## src/rtl/aud_dma_pkg.sv

```systemverilog
package aud_dma_pkg;
  typedef enum logic [2:0] {
    ST_IDLE, ST_DESC_A, ST_DESC_B, ST_DATA, ST_PUSH, ST_HOLD, ST_DONE
  } eng_state_t;

  // register byte offsets
  localparam int OFS_CIV  = 4;
  localparam int OFS_LVI  = 5;
  localparam int OFS_STS  = 6;
  localparam int OFS_STSH = 7;
  localparam int OFS_CNT  = 8;
  localparam int OFS_CNTH = 9;
  localparam int OFS_PIV  = 10;
  localparam int OFS_CTRL = 11;

  // control bits
  localparam int CB_RUN  = 0;
  localparam int CB_RST  = 1;
  localparam int CB_LVIE = 2;
  localparam int CB_IOCE = 4;

  // status bits
  localparam int SB_LVD  = 2;
  localparam int SB_BD   = 3;
  localparam int SB_FERR = 4;

  // descriptor word 1 flags
  localparam int DF_IOC  = 31;
  localparam int DF_ZERO = 30;
endpackage

```

## src/rtl/aud_dma_regs.sv

```systemverilog
module aud_dma_regs
  import aud_dma_pkg::*;
#(
  parameter int AW  = 32,
  parameter int IW  = 5,
  parameter int CW  = 16,
  parameter int RAW = 4
) (
  input  logic          clk,
  input  logic          rst,
  input  logic          reg_we,
  input  logic [RAW-1:0] reg_addr,
  input  logic [7:0]    reg_wdata,
  output logic [7:0]    reg_rdata,
  input  logic [IW-1:0] civ,
  input  logic [IW-1:0] piv,
  input  logic [CW-1:0] picb,
  input  logic          ended,
  input  logic          ev_bdone,
  input  logic          ev_lvdone,
  input  logic          fifo_err,
  output logic [AW-1:0] base,
  output logic [IW-1:0] lvi,
  output logic          run,
  output logic          chan_rst,
  output logic          lvi_wr,
  output logic          irq
);
  localparam int NB = AW / 8;
  localparam logic [7:0] ALIGN_MASK = 8'hF8;

  logic [AW-1:0] base_q;
  logic [IW-1:0] lvi_q;
  logic          run_q, rr_q;
  logic [2:0]    ien_q;   // [0] last-valid, [1] fifo error, [2] buffer done
  logic          lvd_q, bd_q, ferr_q;
  logic [15:0]   sts;
  logic [15:0]   cnt16;
  logic          wr_ctrl, wr_sts;

  assign wr_ctrl  = reg_we && (reg_addr == RAW'(OFS_CTRL));
  assign wr_sts   = reg_we && (reg_addr == RAW'(OFS_STS));
  assign chan_rst = wr_ctrl && reg_wdata[CB_RST];
  assign lvi_wr   = reg_we && (reg_addr == RAW'(OFS_LVI));
  assign sts      = {11'd0, ferr_q, bd_q, lvd_q, ended, ended | ~run_q};
  assign cnt16    = 16'(picb);

  always_ff @(posedge clk) begin
    if (rst) begin
      base_q <= '0;
    end else begin
      for (int b = 0; b < NB; b++) begin
        if (reg_we && reg_addr == RAW'(b))
          base_q[b*8 +: 8] <= (b == 0) ? (reg_wdata & ALIGN_MASK) : reg_wdata;
      end
    end
  end

  always_ff @(posedge clk) begin
    if (rst) begin
      lvi_q <= '0; run_q <= 1'b0; rr_q <= 1'b0; ien_q <= '0;
      lvd_q <= 1'b0; bd_q <= 1'b0; ferr_q <= 1'b0; irq <= 1'b0;
    end else begin
      rr_q <= chan_rst;
      irq  <= (lvd_q & ien_q[0]) | (ferr_q & ien_q[1]) | (bd_q & ien_q[2]);
      if (chan_rst) begin
        lvi_q <= '0; run_q <= 1'b0; ien_q <= reg_wdata[CB_IOCE:CB_LVIE];
        lvd_q <= 1'b0; bd_q <= 1'b0; ferr_q <= 1'b0;
      end else begin
        if (wr_ctrl) begin
          run_q <= reg_wdata[CB_RUN];
          ien_q <= reg_wdata[CB_IOCE:CB_LVIE];
        end
        if (lvi_wr) lvi_q <= reg_wdata[IW-1:0];
        if (wr_sts && reg_wdata[SB_LVD])  lvd_q  <= 1'b0;
        if (wr_sts && reg_wdata[SB_BD])   bd_q   <= 1'b0;
        if (wr_sts && reg_wdata[SB_FERR]) ferr_q <= 1'b0;
        if (ev_lvdone) lvd_q  <= 1'b1;
        if (ev_bdone)  bd_q   <= 1'b1;
        if (fifo_err)  ferr_q <= 1'b1;
      end
    end
  end

  always_ff @(posedge clk) begin
    if (rst) begin
      reg_rdata <= '0;
    end else begin
      reg_rdata <= '0;
      if (reg_addr < RAW'(NB))
        reg_rdata <= base_q[reg_addr[1:0]*8 +: 8];
      case (reg_addr)
        RAW'(OFS_CIV):  reg_rdata <= 8'(civ);
        RAW'(OFS_LVI):  reg_rdata <= 8'(lvi_q);
        RAW'(OFS_STS):  reg_rdata <= sts[7:0];
        RAW'(OFS_STSH): reg_rdata <= sts[15:8];
        RAW'(OFS_CNT):  reg_rdata <= cnt16[7:0];
        RAW'(OFS_CNTH): reg_rdata <= cnt16[15:8];
        RAW'(OFS_PIV):  reg_rdata <= 8'(piv);
        RAW'(OFS_CTRL): reg_rdata <= {3'd0, ien_q, rr_q, run_q};
        default: ;
      endcase
    end
  end

  assign base = base_q;
  assign lvi  = lvi_q;
  assign run  = run_q;
endmodule

```

## src/rtl/aud_dma_engine.sv

```systemverilog
module aud_dma_engine
  import aud_dma_pkg::*;
#(
  parameter int AW = 32,
  parameter int IW = 5,
  parameter int CW = 16,
  parameter int DW = 32
) (
  input  logic          clk,
  input  logic          rst,
  input  logic          chan_rst,
  input  logic          run,
  input  logic [AW-1:0] base,
  input  logic [IW-1:0] lvi,
  input  logic          lvi_wr,
  input  logic [IW-1:0] lvi_new,
  output logic          mem_req,
  output logic [AW-1:0] mem_addr,
  input  logic          mem_ack,
  input  logic [DW-1:0] mem_rdata,
  output logic          smp_valid,
  output logic [DW/2-1:0] smp_data,
  input  logic          smp_ready,
  output logic          under_zero,
  output logic [IW-1:0] civ,
  output logic [IW-1:0] piv,
  output logic [CW-1:0] picb,
  output logic          ended,
  output logic          ev_bdone,
  output logic          ev_lvdone
);
  localparam int SW = DW / 2;

  eng_state_t      state;
  logic [AW-1:0]   buf_q;
  logic [SW-1:0]   smp_q;
  logic            ioc_q, zero_q;
  logic [IW-1:0]   lvi_eff;
  logic [AW-1:0]   desc_ofs;

  assign lvi_eff   = lvi_wr ? lvi_new : lvi;
  assign desc_ofs  = AW'({civ, 3'b000});
  assign mem_req   = (state == ST_DESC_A) || (state == ST_DESC_B) || (state == ST_DATA);
  assign smp_valid = (state == ST_PUSH);
  assign smp_data  = smp_q;
  assign under_zero = zero_q;
  assign ev_bdone  = (state == ST_DONE) && ioc_q;
  assign ev_lvdone = (state == ST_DONE) && (civ == lvi_eff);

  always_comb begin
    case (state)
      ST_DESC_A: mem_addr = base + desc_ofs;
      ST_DESC_B: mem_addr = base + desc_ofs + AW'(4);
      default:   mem_addr = buf_q & ~AW'(3);
    endcase
  end

  always_ff @(posedge clk) begin
    if (rst || chan_rst) begin
      state <= ST_IDLE; civ <= '0; piv <= '0; picb <= '0; ended <= 1'b0;
      buf_q <= '0; smp_q <= '0; ioc_q <= 1'b0; zero_q <= 1'b0;
    end else begin
      case (state)
        ST_IDLE: begin
          if (ended) begin
            if (lvi_wr && lvi_new != civ) begin
              ended <= 1'b0;
              civ   <= civ + IW'(1);
              piv   <= civ + IW'(2);
            end
          end else if (run) begin
            state <= ST_DESC_A;
          end
        end
        ST_DESC_A: if (mem_ack) begin
          buf_q <= AW'(mem_rdata);
          state <= ST_DESC_B;
        end
        ST_DESC_B: if (mem_ack) begin
          picb   <= mem_rdata[CW-1:0];
          ioc_q  <= mem_rdata[DF_IOC];
          zero_q <= mem_rdata[DF_ZERO];
          piv    <= civ + IW'(1);
          state  <= (mem_rdata[CW-1:0] == '0) ? ST_DONE : ST_DATA;
        end
        ST_DATA: if (mem_ack) begin
          smp_q <= buf_q[1] ? mem_rdata[DW-1:SW] : mem_rdata[SW-1:0];
          state <= ST_PUSH;
        end
        ST_PUSH: if (smp_ready) begin
          buf_q <= buf_q + AW'(2);
          picb  <= picb - CW'(1);
          if (picb == CW'(1)) state <= ST_DONE;
          else                state <= run ? ST_DATA : ST_HOLD;
        end
        ST_HOLD: if (run) state <= ST_DATA;
        ST_DONE: begin
          if (civ == lvi_eff) begin
            ended <= 1'b1;
            state <= ST_IDLE;
          end else begin
            civ   <= civ + IW'(1);
            state <= run ? ST_DESC_A : ST_IDLE;
          end
        end
        default: state <= ST_IDLE;
      endcase
    end
  end
endmodule

```

## src/rtl/aud_ring_dma.sv

```systemverilog
module aud_ring_dma #(
  parameter int AW = 32,
  parameter int IW = 5,
  parameter int CW = 16,
  parameter int DW = 32
) (
  input  logic          clk,
  input  logic          rst,
  input  logic          reg_we,
  input  logic [3:0]    reg_addr,
  input  logic [7:0]    reg_wdata,
  output logic [7:0]    reg_rdata,
  output logic          mem_req,
  output logic [AW-1:0] mem_addr,
  input  logic          mem_ack,
  input  logic [DW-1:0] mem_rdata,
  output logic          smp_valid,
  output logic [DW/2-1:0] smp_data,
  input  logic          smp_ready,
  input  logic          fifo_err,
  output logic          under_zero,
  output logic          irq
);
  logic [AW-1:0] base_w;
  logic [IW-1:0] lvi_w, civ_w, piv_w;
  logic [CW-1:0] picb_w;
  logic run_w, chan_rst_w, lvi_wr_w, ended_w, ev_bdone_w, ev_lvdone_w;

  aud_dma_regs #(.AW(AW), .IW(IW), .CW(CW), .RAW(4)) u_regs (
    .clk(clk), .rst(rst), .reg_we(reg_we), .reg_addr(reg_addr),
    .reg_wdata(reg_wdata), .reg_rdata(reg_rdata),
    .civ(civ_w), .piv(piv_w), .picb(picb_w), .ended(ended_w),
    .ev_bdone(ev_bdone_w), .ev_lvdone(ev_lvdone_w), .fifo_err(fifo_err),
    .base(base_w), .lvi(lvi_w), .run(run_w), .chan_rst(chan_rst_w),
    .lvi_wr(lvi_wr_w), .irq(irq)
  );

  aud_dma_engine #(.AW(AW), .IW(IW), .CW(CW), .DW(DW)) u_eng (
    .clk(clk), .rst(rst), .chan_rst(chan_rst_w), .run(run_w),
    .base(base_w), .lvi(lvi_w), .lvi_wr(lvi_wr_w), .lvi_new(reg_wdata[IW-1:0]),
    .mem_req(mem_req), .mem_addr(mem_addr), .mem_ack(mem_ack),
    .mem_rdata(mem_rdata), .smp_valid(smp_valid), .smp_data(smp_data),
    .smp_ready(smp_ready), .under_zero(under_zero), .civ(civ_w),
    .piv(piv_w), .picb(picb_w), .ended(ended_w),
    .ev_bdone(ev_bdone_w), .ev_lvdone(ev_lvdone_w)
  );
endmodule

```

## config.mk

```make
export PLATFORM = sky130hd
export DESIGN_NAME = aud_ring_dma
export DESIGN_NICKNAME = d
export VERILOG_FILES = /design/src/rtl/aud_dma_pkg.sv /design/src/rtl/aud_dma_regs.sv /design/src/rtl/aud_dma_engine.sv /design/src/rtl/aud_ring_dma.sv
export SDC_FILE = /design/constraint.sdc
export NUM_CORES = 1
export LEC_CHECK = 0
export ABC_AREA = 1
export BUFFER_PORTS_ARGS = -buffer_cell sky130_fd_sc_hd__buf_2
export CAP_MARGIN = 30
export CORE_AREA = 2 2 177 136
export CTS_CLUSTER_DIAMETER = 80
export CTS_CLUSTER_SIZE = 14
export DETAILED_ROUTE_END_ITERATION = 16
export DIE_AREA = 0 0 179 138
export GPL_ROUTABILITY_DRIVEN = 0
export GPL_TIMING_DRIVEN = 0
export MAX_ROUTING_LAYER = met4
export PLACE_DENSITY = 0.66
export RECOVER_POWER = 50
export SKIP_CTS_REPAIR_TIMING = 1
export SLEW_MARGIN = 0
export SYNTH_ARGS = -nofsm -noshare
export SYNTH_HDL_FRONTEND = slang
export SYNTH_HIERARCHICAL = 1
export SYNTH_SLANG_ARGS = --single-unit
```

## constraint.sdc

```tcl
create_clock -name clk -period 2.7 [get_ports clk]
set_input_delay 0.54 -clock clk [delete_from_list [all_inputs] [get_ports clk]]
set_output_delay 0.54 -clock clk [all_outputs]
set_load 0.05 [all_outputs]
```

==> results, run 1 <==
- During I/O placement, the number of pins put on the boundary was 110.
- The number of global-route vias before repair is 10400.
- In this run the critical register-to-register path is captured at u_eng/buf_q[22].
- The number of setup violations in the final report is 49.
- The endpoint type of the worst setup path is an output port.
- The number of diodes is 0.
- Relative to the synthesized area, the layout overhead comes to 30.1%.
- The analysis attributes to net switching a power of 2.36 mW.
- The post-synthesis instance total is 1715.
- The cell internal power dissipation is 4.40 mW.
- Of the synthesized area, sequential elements account for 25.5%.
- The total area inside the core boundary comes to 23200 µm².
- Entering global routing, the biggest net connects 17 pins.
- For the pin with the worst max-slew slack, the measured transition is 0.880 ns.
- The detail route stage leaves a number of antenna-violating nets equal to 0.
- In the routed design, unresolved DRC markers number 0.
- The maximum clock path buffer count is 2.
- In this run the horizontal extent of the chip is 179 µm.
- The count of final max-slew check failures came to 0.
- The required time reported for the critical path endpoint is 2.16 ns.
- The pre-antenna-repair detailed-routing pass consisted of 6 iterations.
- Buffers placed on the I/O ports in this run total 104.
- Setup repair after global routing could not meet its margin everywhere.
- The clock network latency to the later pin of the worst-skew pair is 0.44 ns.
- The synthesized netlist contains 50 unique library cells.
- The type of the worst setup path is reg -> out.
- The clock drives 130 sinks.
- The element type at the critical path start is a flip-flop.
- The initial detailed-routing violation count is 1673.
- The proportion of register bits with asynchronous set or reset after synthesis is 0%.
- For hold timing, the worst endpoint is u_regs/ferr_q.
- The placed instance count is 2127.
- Counting cells, the worst reg-to-reg path comes to 11.
- The number of cell rows is 49.
- After layout, the minimum clock period comes to 3.46 ns.
- The checks that failed: setup timing.
- The flow ran to the end, but the final reports show violations.
- Dividing the synthesized area by the synthesized cell count gives 5.96 µm².
- The detailed-route via count is 12500.
- After synthesis the netlist holds a flip-flop and latch count of 130.
- After clock tree synthesis, the clock-pin slew on the worst setup and hold paths is 0.06 ns.
- The placement-stage worst setup slack is -0.683 ns.
- Global routing consumed, over all layers together, 31.1% of the routing resources.
- Dividing the detail-routed wire length by the instance count gives 17.8 µm.
- The number of antenna violations at the first check in global routing was 0.
- The layout filler cell count is 2266.
- The final period utilization is 128%.
- In the final design database the tool counted 1963 nets.
- The first global-routing pass estimated 58000 µm of wire.
- Wires add up to 39600 µm.
- Sequential cells account for 31.6% of the total power.
- The fmax is 289 MHz.
- The H-tree depth is 4.
- The largest fanout on the critical path is 7.
- The data arrival time of the critical path is 2.92 ns.
- Along the worst hold path, the cell count comes to 3.
- In this run the most critical hold path is launched from fifo_err.
- The total power per unit cell area is 509 nW/µm².
- The final-report hold violation count was 0.
- For this run the aggregate overflow at the end of global routing stands at 0.
- The TritonCTS clock tree is done.
- The tool flagged a number of max-cap violations equal to 0.
- The wire-length estimate of the detail-placed layout is 29600 µm.
- Of the total power, the share spent switching nets is 34.9%.
- The worst voltage drop across the vdd grid is 0.468 mV.
- Clock skew on the completed layout was measured at 0.00909 ns.
- In this run the register-to-register setup slack is 0.21 ns.
- The portion of synthesized cell area occupied by the leading cell type is 25.5%.
- The tree is rooted in a clkbuf_16.
- The final worst setup slack is -0.763 ns.
- In the final layout, the share of cells above drive strength 1 is 21.9%.
- The die area is 24700 µm².
- Ranked by total cell area, the synthesized netlist is headed by dfxtp_1 (25%), nand2_1 (17%), nand3_1 (9.4%).
- The combinational group share of total power is 27.9%.
- In the final layout, the multi-input gates occupy 7160 µm².
- The area of the mapped netlist is 10200 µm².
- The clock network burns 40.4% of the power.
- The number of vias per cell is 5.64.
- For this run, the number of Yosys warnings is 6.
- TritonCTS created 17 clock buffers.
- The commonest register cell after synthesis is dfxtp_1.
- The critical register-to-register path startpoint is u_eng/state[2].
- The initial core utilization is 44.0%.
- The worst hold path belongs to the class in -> reg.
- The worst slew margin relative to its limit is 41.1%.
- The die height is 138 µm.
- The finished layout holds 2220 standard cells, fillers aside.
- The area occupied by registers is 2640 µm².
- The leakage power is 5.34 nW.
- Summed over all instances, the cell type with the most area after synthesis is dfxtp_1.
- The synthesized design contains 0 enable-type register cells.
## routing by layer
| layer | vias up | global-route usage, % | wire [µm] |
|---|---|---|---|
| li1 | 5997 | - | - |
| met1 | 5845 | 45.6 | 17200 |
| met2 | 638 | 43.9 | 17300 |
| met3 | 41 | 6.96 | 4520 |
| met4 | 0 | 5.39 | 487 |
| met5 | - | - | 0 |
## state kept, by name, indices dropped and copies added, names as in the netlist, 5 cells and up
register,cells
u_eng/civ,5
u_regs/reg_rdata,8
u_eng/piv,5
u_eng/buf_q,31
u_regs/base,29
u_regs/lvi,5
u_eng/smp_data,16
u_eng/picb,16
## cells by family (layout without fill, tap and decap cells)
logic type | count (synthesis) | after routing | synth area share (%)
buf+inv | 274 | 471 | 10.9
compound gates | 294 | 294 | 16.1
simple gates | 969 | 969 | 42.9
other cells | 1 | 3 | 0.0367
mux | 3 | 3 | 0.331
fa+ha+maj | 12 | 12 | 1.54
xor+xnor | 32 | 32 | 2.74
flops | 130 | 130 | 25.5
## critical path, cell delays in order, from the launching register on
cell	delay, ns
dfxtp_4	0.41
ha_4	0.15
inv_2	0.04
fa_2	0.42
inv_4	0.10
nand3_4	0.08
nand2_4	0.11
nand2_4	0.06
nand2_4	0.10
buf_4	0.13
buf_6	0.09
buf_6	0.08
buf_6	0.10
nand2_4	0.05
nand2_4	0.08
nand2_4	0.07
o21ai_2	0.12
nand3_2	0.11
buf_8	0.17
## worst max path at each step
stage | startpoint | to | slack (ns) | cells past startpoint
floorplan | u_eng/civ[0] | mem_addr[14] | -0.03 | 14
global placement | u_eng/civ[1] | mem_addr[31] | -0.65 | 16
detailed placement | u_eng/civ[1] | mem_addr[31] | -0.68 | 16
CTS | u_eng/civ[1] | mem_addr[31] | -1.15 | 16
global route | u_eng/civ[0] | mem_addr[31] | -0.85 | 17
finish | u_eng/civ[0] | mem_addr[15] | -0.76 | 18
## per-stage QoR
stage	total power, mW	utilization (%)	setup TNS [ns]	instance area (µm²)	hold WS [ns]
floorplan	3.18	-	-0.0478	10300	0.430
global placement	3.63	48.2	-13.38	11200	0.451
detailed placement	3.64	48.2	-15.10	11200	0.452
CTS	6.37	51.1	-22.51	11900	0.305
global route	6.99	57.2	-21.91	13300	0.365
finish	6.76	57.2	-13.97	13300	0.315
## cell type report
class	instances	share of cell area, %
Multi-Input combinational cell	1313	53.9
Buffer	63	2.68
Clock inverter	14	1.86
Timing Repair Buffer	167	9.45
Tap cell	306	2.88
Clock buffer	18	3.31
Inverter	209	6.06
Sequential cell	130	19.9
## placed cells by master, fill, tap and decap left out, drive strengths merged, types with 6 or more instances in the layout
master,Yosys,routed
o221ai,12,12
nor3,25,25
buf,29,166
nor2,205,205
bufinv,0,6
clkinv,7,6
inv,202,206
dfxtp,130,130
nand2,497,497
xnor2,13,13
o22ai,10,10
o211ai,13,13
nor4,7,7
nand4,24,24
a31oi,14,14
xor2,19,19
nand3,200,200
o21ai,121,121
ha,11,11
clkbuf,36,82
a21oi,110,110
## cell usage after synthesis (all sizes together) (3+ instances only)
cell type / instances
a211oi: 5
a21oi: 110
a221oi: 4
a31oi: 14
buf: 29
clkbuf: 36
clkinv: 7
dfxtp: 130
ha: 11
inv: 202
mux2: 3
nand2: 497
nand3: 200
nand3b: 5
nand4: 24
nor2: 205
nor3: 25
nor4: 7
o211ai: 13
o21ai: 121
o221ai: 12
o22ai: 10
or2: 4
xnor2: 13
xor2: 19
## power groups by stage
stage          registers [mW]  clock network, mW  logic (mW)
2_1_floorplan            2.13                  0        1.05
3_5_place_dp             2.17                  0        1.47
6_report                 2.14               2.73        1.89
3_3_place_gp             2.17                  0        1.46
5_1_grt                  2.15               2.85        2.00
4_1_cts                  2.13               2.76        1.48
No activity file was read; power rests on OpenSTA's default activity.
==> run 2: changes to the inputs <==
--- a/config.mk
+++ b/config.mk
@@ -17,7 +17,7 @@
 export GPL_TIMING_DRIVEN = 0
 export MAX_ROUTING_LAYER = met4
 export PLACE_DENSITY = 0.66
-export RECOVER_POWER = 50
+export RECOVER_POWER = 100
 export SKIP_CTS_REPAIR_TIMING = 1
 export SLEW_MARGIN = 0
 export SYNTH_ARGS = -nofsm -noshare
==> constraint.sdc (replaced) <==
create_clock -name clk -period 2.7 [get_ports clk]
set_input_delay 0.27 -clock clk [delete_from_list [all_inputs] [get_ports clk]]
set_output_delay 0.27 -clock clk [all_outputs]
set_load 0.05 [all_outputs]
==> results, run 2 (synthesized netlist as in run 1, its figures left out) <==
- The run finished, with violations left.
- The final reports fail on setup timing.
- The worst voltage drop across the vdd grid was 0.429 mV (-8.4%).
- The library cells used most frequently in the layout, excluding fill and tap cells, are nand2_1 (438), inv_1 (179), nand3_1 (178), nor2_1 (172), dfxtp_1 (116).
- The total half-perimeter wirelength after legalization and detailed placement came to 29800 µm (+0.84%).
- The layer flagged by global routing as most heavily used is met1.
- The wire length of the first global-routing pass came to 58400 µm (+0.64%).
- The count of final max-slew check failures was 0 (unchanged).
- The total clock buffers created by CTS was 17 (unchanged).
- The flop-to-flop setup slack is -0.05 ns (-0.26 ns).
- The most common cell after layout, fill and taps aside is nand2_1.
- The clock period minus worst slack is 3.04 ns (-0.419 ns).
- The cell depth of the worst flop-to-flop path is 10 (-1).
- The data arrival time of the critical path came to 2.77 ns (-0.15 ns).
- The die area came to 24700 µm² (unchanged).
- The placement-stage worst setup slack is -0.713 ns (-0.0306 ns).
- The die width was 179 µm (unchanged).
- The final-report hold violation count is 0 (unchanged).
- The count of nets after finishing is 1941 (-1.1%).
- The number of sinks driven by the clock tree is 130 (unchanged).
- The element type at the critical path start is a flip-flop.
- The final period utilization is 113% (-16 points).
- The layout filler cell count is 2322 (+2.5%).
- The type of the most critical hold path is in -> reg.
- u_eng/buf_q holds more flip-flops than any other register.
- Setup repair after global routing could not meet its margin everywhere.
- The area growth from synthesis to layout is 24.1%.
- The largest fanout on the critical path is 6 (-1).
- The met1 usage is 45.6% (about the same).
- The die height is 138 µm (unchanged).
- The transition time at the pin with the least slew margin is 0.886 ns (+0.00610 ns).
- The final wirelength is 39000 µm (-1.4%).
- The number of DRC violations after detailed routing came to 0 (unchanged).
- The standard cell core area is 23200 µm² (unchanged).
- The largest stage delay on the critical path was 0.40 ns (-0.02 ns).
- The number of detailed-routing iterations run before antenna repair was 9 (+3).
- The TritonCTS clock tree is done.
- On the critical path, the stage with the largest delay is an instance of dfxtp_4.
- The global routing usage on met2 is 43.3% (-0.55 points).
- The number of global-route vias before repair came to 10600 (+1.6%).
- The final-layout setup total negative slack is -5.80 ns (+8.16 ns).
- The remaining antenna violation count came to 0 (unchanged).
- The final worst setup slack was -0.344 ns (+0.419 ns).
- The overall power consumption is 6.35 mW (-6.0%).
- The endpoint type of the worst setup path is an output port.
- The total power per unit cell area is 501 nW/µm² (-1.5%).
- The met3 routing resource usage after global routing is 6.77% (-0.19 points).
- The global-route congestion overflow total was 0 (unchanged).
- The clock slew at the register clock pins of the worst setup and hold paths is 0.06 ns (about the same).
- The number of antenna violations at the first check in global routing is 1 (+1).
- The global-route total usage across every layer is 31.3% (+0.16 points).
- The critical register-to-register path startpoint is u_eng/state[2].
- The required time reported for the critical path endpoint is 2.43 ns (+0.27 ns).
- The number of setup violations in the final report is 56 (+14%).
- The average wire length per cell after detail routing was 17.7 µm (-0.51%).
- The number of flip-flops under the largest register name is 31 (unchanged).
- The number of cell rows was 49 (unchanged).
- The fmax is 328 MHz (+14%).
- The initial detailed-routing violation count is 1753 (+4.8%).
- The cell with the most instances on the worst path is nand2_4.
- The count of input and output buffers was 104 (unchanged).
- The worst slew margin relative to its limit is 40.7% (-0.41 points).
- The H-tree depth is 4 (unchanged).
- The signal on the critical path passes through ha_4, inv_2, fa_2, inv_2, nand3_4, nand2_4, nand2_4, nand2_8, nand2_4, nor2_4, nand2_2, xnor2_2, inv_1, o22ai_1, inv_1, nand2_4, buf_8.
- The detailed-route via count came to 12300 (-1.6%).
- The endpoint with the worst hold slack is u_regs/ferr_q.
- The maximum clock path buffer count is 2 (unchanged).
- By startpoint and endpoint, the worst setup path is classified as reg -> out.
- The leakage power is 5.11 nW (-4.4%).
- The max capacitance violation total was 0 (unchanged).
- The hold path depth is 3 (unchanged).
- The worst register-to-register path ends at u_eng/picb[5].
- The number of top-level design ports is 110 (unchanged).
- The number of vias per cell came to 5.60 (-0.68%).
- The clock network latency to the later pin of the worst-skew pair was 0.43 ns (about the same).
- The worst hold path begins at fifo_err.
- The final worst clock skew was 0.0204 ns (+0.0113 ns).
- The initial core utilization is 44.0% (unchanged).
- The cell at the root of the clock tree is clkbuf_16.
- The share of cells above drive strength 1 came to 19.1% (-2.8 points).
- The largest net degree at the start of global routing is 17 (unchanged).
[run 2: cell types whose count changed in the layout (fill, tap and decap cells not counted), moves of 6 or more]
cell,change
buf_4,-18
nand3_4,-6
nand2_1,+9
nand2_4,-8
[run 2: how the worst max path moves through the flow]
stage	startpoint	endpoint	slack (ns)
final	u_eng/civ[0]	mem_addr[31]	-0.34
after global routing	u_eng/civ[0]	mem_addr[31]	-0.48
after CTS	u_eng/civ[1]	mem_addr[31]	-1.18
after detailed placement	u_eng/civ[1]	mem_addr[31]	-0.71
after global placement	u_eng/civ[1]	mem_addr[31]	-0.68
after floorplan	u_eng/civ[0]	mem_addr[9]	0.04
[run 2: cell type report]
type / count / area, µm² / area share [%]
tap: 306 / 383 / 3.02
multi-input combinational: 1313 / 6930 / 54.7
clock buffer: 19 / 443 / 3.49
antenna: 2 / 5.00 / 0.0395
buffer: 64 / 327 / 2.58
inverter: 209 / 790 / 6.23
sequential: 130 / 2630 / 20.7
timing repair buffer: 144 / 998 / 7.87
clock inverter: 13 / 174 / 1.37
[run 2: stage by stage]
step	instances	area, µm²	utilization [%]	hold WS, ns
after floorplan	1717	10200	-	0.387
after global placement	2127	11100	48.0	0.449
final	2200	12700	54.6	0.0471
after CTS	2159	11800	50.6	0.0401
after detailed placement	2127	11100	48.0	0.455
after global routing	2199	12700	54.6	0.0963
[run 2: routing by layer]
layer / share of wire [%] / vias up
li1: - / 5949
met1: 44 / 5648
met2: 43 / 663
met3: 11 / 64
met4: 1.9 / 0
met5: 0 / -
[run 2: worst max-delay path, delay by kind of cell, from the launching register on]
kind                     cells  cell delay [ns]
XOR/XNOR                     1             0.24
AND/OR/NAND/NOR              8             0.65
adder cells (fa/ha/maj)      2             0.50
AO/OA/AOI/OAI                1             0.11
buffers and inverters        5             0.44
flip-flops                   1             0.40
[run 2: power breakdown]
part,internal [mW],switching [mW],total [mW]
sequential,2.01,0.128,2.14
clock,1.50,0.985,2.48
combinational,0.522,1.21,1.73
total,4.03,2.33,6.35
==> run 3: changes to the inputs <==
--- a/config.mk
+++ b/config.mk
@@ -5,14 +5,13 @@
 export SDC_FILE = /design/constraint.sdc
 export NUM_CORES = 1
 export LEC_CHECK = 0
-export ABC_AREA = 1
 export BUFFER_PORTS_ARGS = -buffer_cell sky130_fd_sc_hd__buf_2
 export CAP_MARGIN = 30
-export CORE_AREA = 2 2 177 136
+export CORE_AREA = 2 2 172 132
 export CTS_CLUSTER_DIAMETER = 80
 export CTS_CLUSTER_SIZE = 14
 export DETAILED_ROUTE_END_ITERATION = 16
-export DIE_AREA = 0 0 179 138
+export DIE_AREA = 0 0 174 134
 export GPL_ROUTABILITY_DRIVEN = 0
 export GPL_TIMING_DRIVEN = 0
 export MAX_ROUTING_LAYER = met4
==> results, run 3 <==
- The number of DRC violations after detailed routing came to 0 (unchanged).
- Yosys instantiated no cell more often than nor2_1.
- The portion of netlist area occupied by mux cells is 8.23% (+7.9 points).
- The clock network latency to the later pin of the worst-skew pair is 0.43 ns (about the same).
- The final-report hold violation count came to 0 (unchanged).
- The number of diodes came to 0 (-2).
- The number of top-level design ports is 110 (unchanged).
- The area of the mapped netlist is 9540 µm² (-6.6%).
- The area fraction in compound gates after synthesis is 24.8% (+8.7 points).
- The layout filler cell count is 2027 (-13%).
- Among all flip-flop cells after synthesis, the most frequent one is dfxtp_1.
- The share of cells above drive strength 1 is 24.1% (+4.9 points).
- Summed over all instances, the cell type with the most area after synthesis is dfxtp_1.
- The instance area at placement is 10600 µm² (-4.5%).
- The number of antenna violations at the first check in global routing is 0 (-1).
- The post-synthesis instance total was 1255 (-27%).
- The worst voltage drop across the vdd grid is 0.498 mV (+16%).
- The count of final max-slew check failures is 0 (unchanged).
- The transition time at the pin with the least slew margin is 0.886 ns (-0.0000319 ns).
- The clock period minus worst slack was 3.50 ns (+0.455 ns).
- The number of cell rows is 47 (-4.1%).
- The number of sinks driven by the clock tree is 130 (unchanged).
- The final worst setup slack is -0.800 ns (-0.455 ns).
- The final reports fail on setup timing.
- The number of enable-type register cells in the synthesized netlist is 0 (unchanged).
- The clock slew at the register clock pins of the worst setup and hold paths was 0.07 ns (about the same).
- Setup repair after global routing could not meet its margin everywhere.
- The fmax is 286 MHz (-13%).
- The fraction of the mapped netlist area in simple logic gates is 26.3% (-17 points).
- The min-delay analysis places its worst path in the category in -> reg.
- The critical path is of the reg -> out type.
- The number of detailed-routing iterations run before antenna repair is 8 (-1).
- The initial detailed-routing violation count is 1465 (-16%).
- The global-route total usage across every layer came to 30.6% (-0.69 points).
- The total half-perimeter wirelength after legalization and detailed placement is 27000 µm (-9.5%).
- The number of flip-flops under the largest register name is 31 (unchanged).
- The largest fanout on the critical path is 5 (-1).
- The post-synthesis average cell area is 7.60 µm² (+28%).
- The flow ran to the end, but the final reports show violations.
- The leakage power is 4.54 nW (-11%).
- Leaving out fill and tap cells, the most frequent cells in the layout are nor2_1 (168), nand2_1 (124), dfxtp_1 (113), a21oi_1 (95), clkbuf_1 (81).
- The count of nets after finishing was 1479 (-24%).
- The remaining antenna violation count is 0 (unchanged).
- The die width came to 174 µm (-2.8%).
- The final wirelength is 37000 µm (-5.1%).
- The worst slew margin relative to its limit came to 40.7% (about the same).
- The maximum clock path buffer count is 2 (unchanged).
- The tree is rooted in a clkbuf_16.
- The register area share after synthesis was 27.3% (+1.8 points).
- The global-route congestion overflow total came to 0 (unchanged).
- The wire length of the first global-routing pass is 53700 µm (-7.9%).
- The worst setup path is captured at an output port.
- The number of vias per cell was 6.19 (+11%).
- The proportion of register bits with asynchronous set or reset after synthesis came to 0% (unchanged).
- The H-tree depth is 4 (unchanged).
- The layout overhead on the synthesized area is 27.8%.
- The count of yosys warnings during synthesis is 6 (unchanged).
- The count of input and output buffers was 105 (+0.96%).
- The initial core utilization is 44.1% (+0.13 points).
- The standard cell core area is 21600 µm² (-6.9%).
- Sorting the synthesized cells by area gives the leading types as dfxtp_1 (27%), nor2_1 (7.0%), mux2i_1 (6.8%).
- The area of all placed cells without fillers was 12200 µm² (-3.8%).
- The data arrival time of the critical path is 3.23 ns (+0.46 ns).
- The detailed-route via count is 10700 (-13%).
- The required time reported for the critical path endpoint is 2.43 ns (about the same).
- The number of setup violations in the final report was 36 (-36%).
- The average wire length per cell after detail routing is 21.5 µm (+21%).
- The final-layout worst hold slack is 0.0512 ns (+0.00411 ns).
- The xor/xnor cell area share of the yosys netlist came to 5.86% (+3.1 points).
- The final worst clock skew is 0.0165 ns (-0.00392 ns).
- By area, the combinational part of the netlist is dominated by simple AND/OR/NAND/NOR gates.
- The library cell used most frequently in the layout, excluding fill and tap cells, is nor2_1.
- The total power per unit cell area is 783 nW/µm² (+56%).
- The max capacitance violation total is 0 (unchanged).
- The final period utilization is 130% (+17 points).
- The number of library cell types mapped by synthesis is 95 (+90%).
- The portion of synthesized cell area occupied by the leading cell type is 27.3% (+1.8 points).
- The largest net degree at the start of global routing was 17 (unchanged).
- The total clock buffers created by CTS is 17 (unchanged).
- TritonCTS built the clock tree.
- The number of global-route vias before repair came to 9209 (-13%).
- The element type at the critical path start is a flip-flop.
- The register with the most flip-flops is u_eng/buf_q.
- The die height is 134 µm (-2.9%).
- The post-synthesis share of cell area spent on full adders, half adders and majority gates is 1.65% (+0.11 points).
- The die area is 23300 µm² (-5.6%).
- The total of flip-flops plus latches after synthesis came to 130 (unchanged).
- By count the netlist is led by nor2_1 (177), dfxtp_1 (130), nand2_1 (127).
## run 3: changes by cell type in the layout (fill, tap and decap cells not counted), moves of 21 or more
cell      delta
a211oi_1    +24
a22oi_1     +29
inv_1      -161
inv_2       -21
mux2i_1     +65
nand2_1    -314
nand2_2     -38
nand3_1    -141
o21ai_0     -61
## run 3: area by class of cell
cell class / instances / area [µm²] / share of cell area [%]
repair buffers: 148 / 996 / 8.17
clock inverters: 12 / 144 / 1.18
clock buffers: 19 / 454 / 3.73
inverters: 20 / 78.8 / 0.646
flip-flops and latches: 130 / 2650 / 21.7
well taps: 294 / 368 / 3.02
plain buffers: 93 / 463 / 3.80
multi-input cells: 1007 / 7040 / 57.8
## run 3: layer usage
layer  wire length, µm  track usage (%)
met3              4360             7.94
met5                 0                -
met4               775             6.40
met1             15900             43.5
met2             16000             43.4
## run 3: logic make-up (layout without fill, tap and decap cells)
family,count (synthesis),after routing
AOI/OAI and AO/OA,350,350
xor gates and xnor gates,63,63
adders and majority gates,12,12
buffers and inverters,120,292
DFF,130,130
muxes,73,73
other,1,3
and+or+nand+nor,506,506
## run 3: final timing paths
check | end | slack (ns) | from | cells past startpoint
min reg2reg | u_regs/base[7] | 0.48 | u_regs/base[7] | 2
min | u_regs/ferr_q | 0.05 | fifo_err | 2
max reg2reg | u_eng/buf_q[10] | 0.07 | u_eng/state[0] | 8
max | mem_addr[30] | -0.80 | u_regs/base[12] | 8
## run 3: critical path, cell delays in order (launching register included)
cell	delay (ns)
dfxtp_1	0.49
inv_1	0.21
nor4_4	0.48
o211ai_1	0.29
nor2_2	0.25
xnor2_1	0.16
a222oi_1	0.51
o311ai_4	0.20
buf_6	0.20
## run 3: power by group
| group | switching [mW] | internal (mW) |
|---|---|---|
| Sequential | 0.283 | 2.09 |
| Clock | 0.954 | 1.43 |
| Combinational | 3.32 | 1.48 |
| Total | 4.56 | 5.00 |
## run 3: per-stage QoR
stage	utilization (%)	worst slack [ns]	setup TNS [ns]	std cells	total power, mW
finish	56.3	-0.800	-13.46	1723	9.55
global route	56.3	-0.938	-20.20	1723	9.91
CTS	51.9	-1.15	-28.13	1687	9.02
detailed placement	49.2	-0.687	-19.25	1656	6.65
global placement	49.2	-0.685	-17.53	1656	6.61
floorplan	-	-0.175	-0.403	1257	5.42
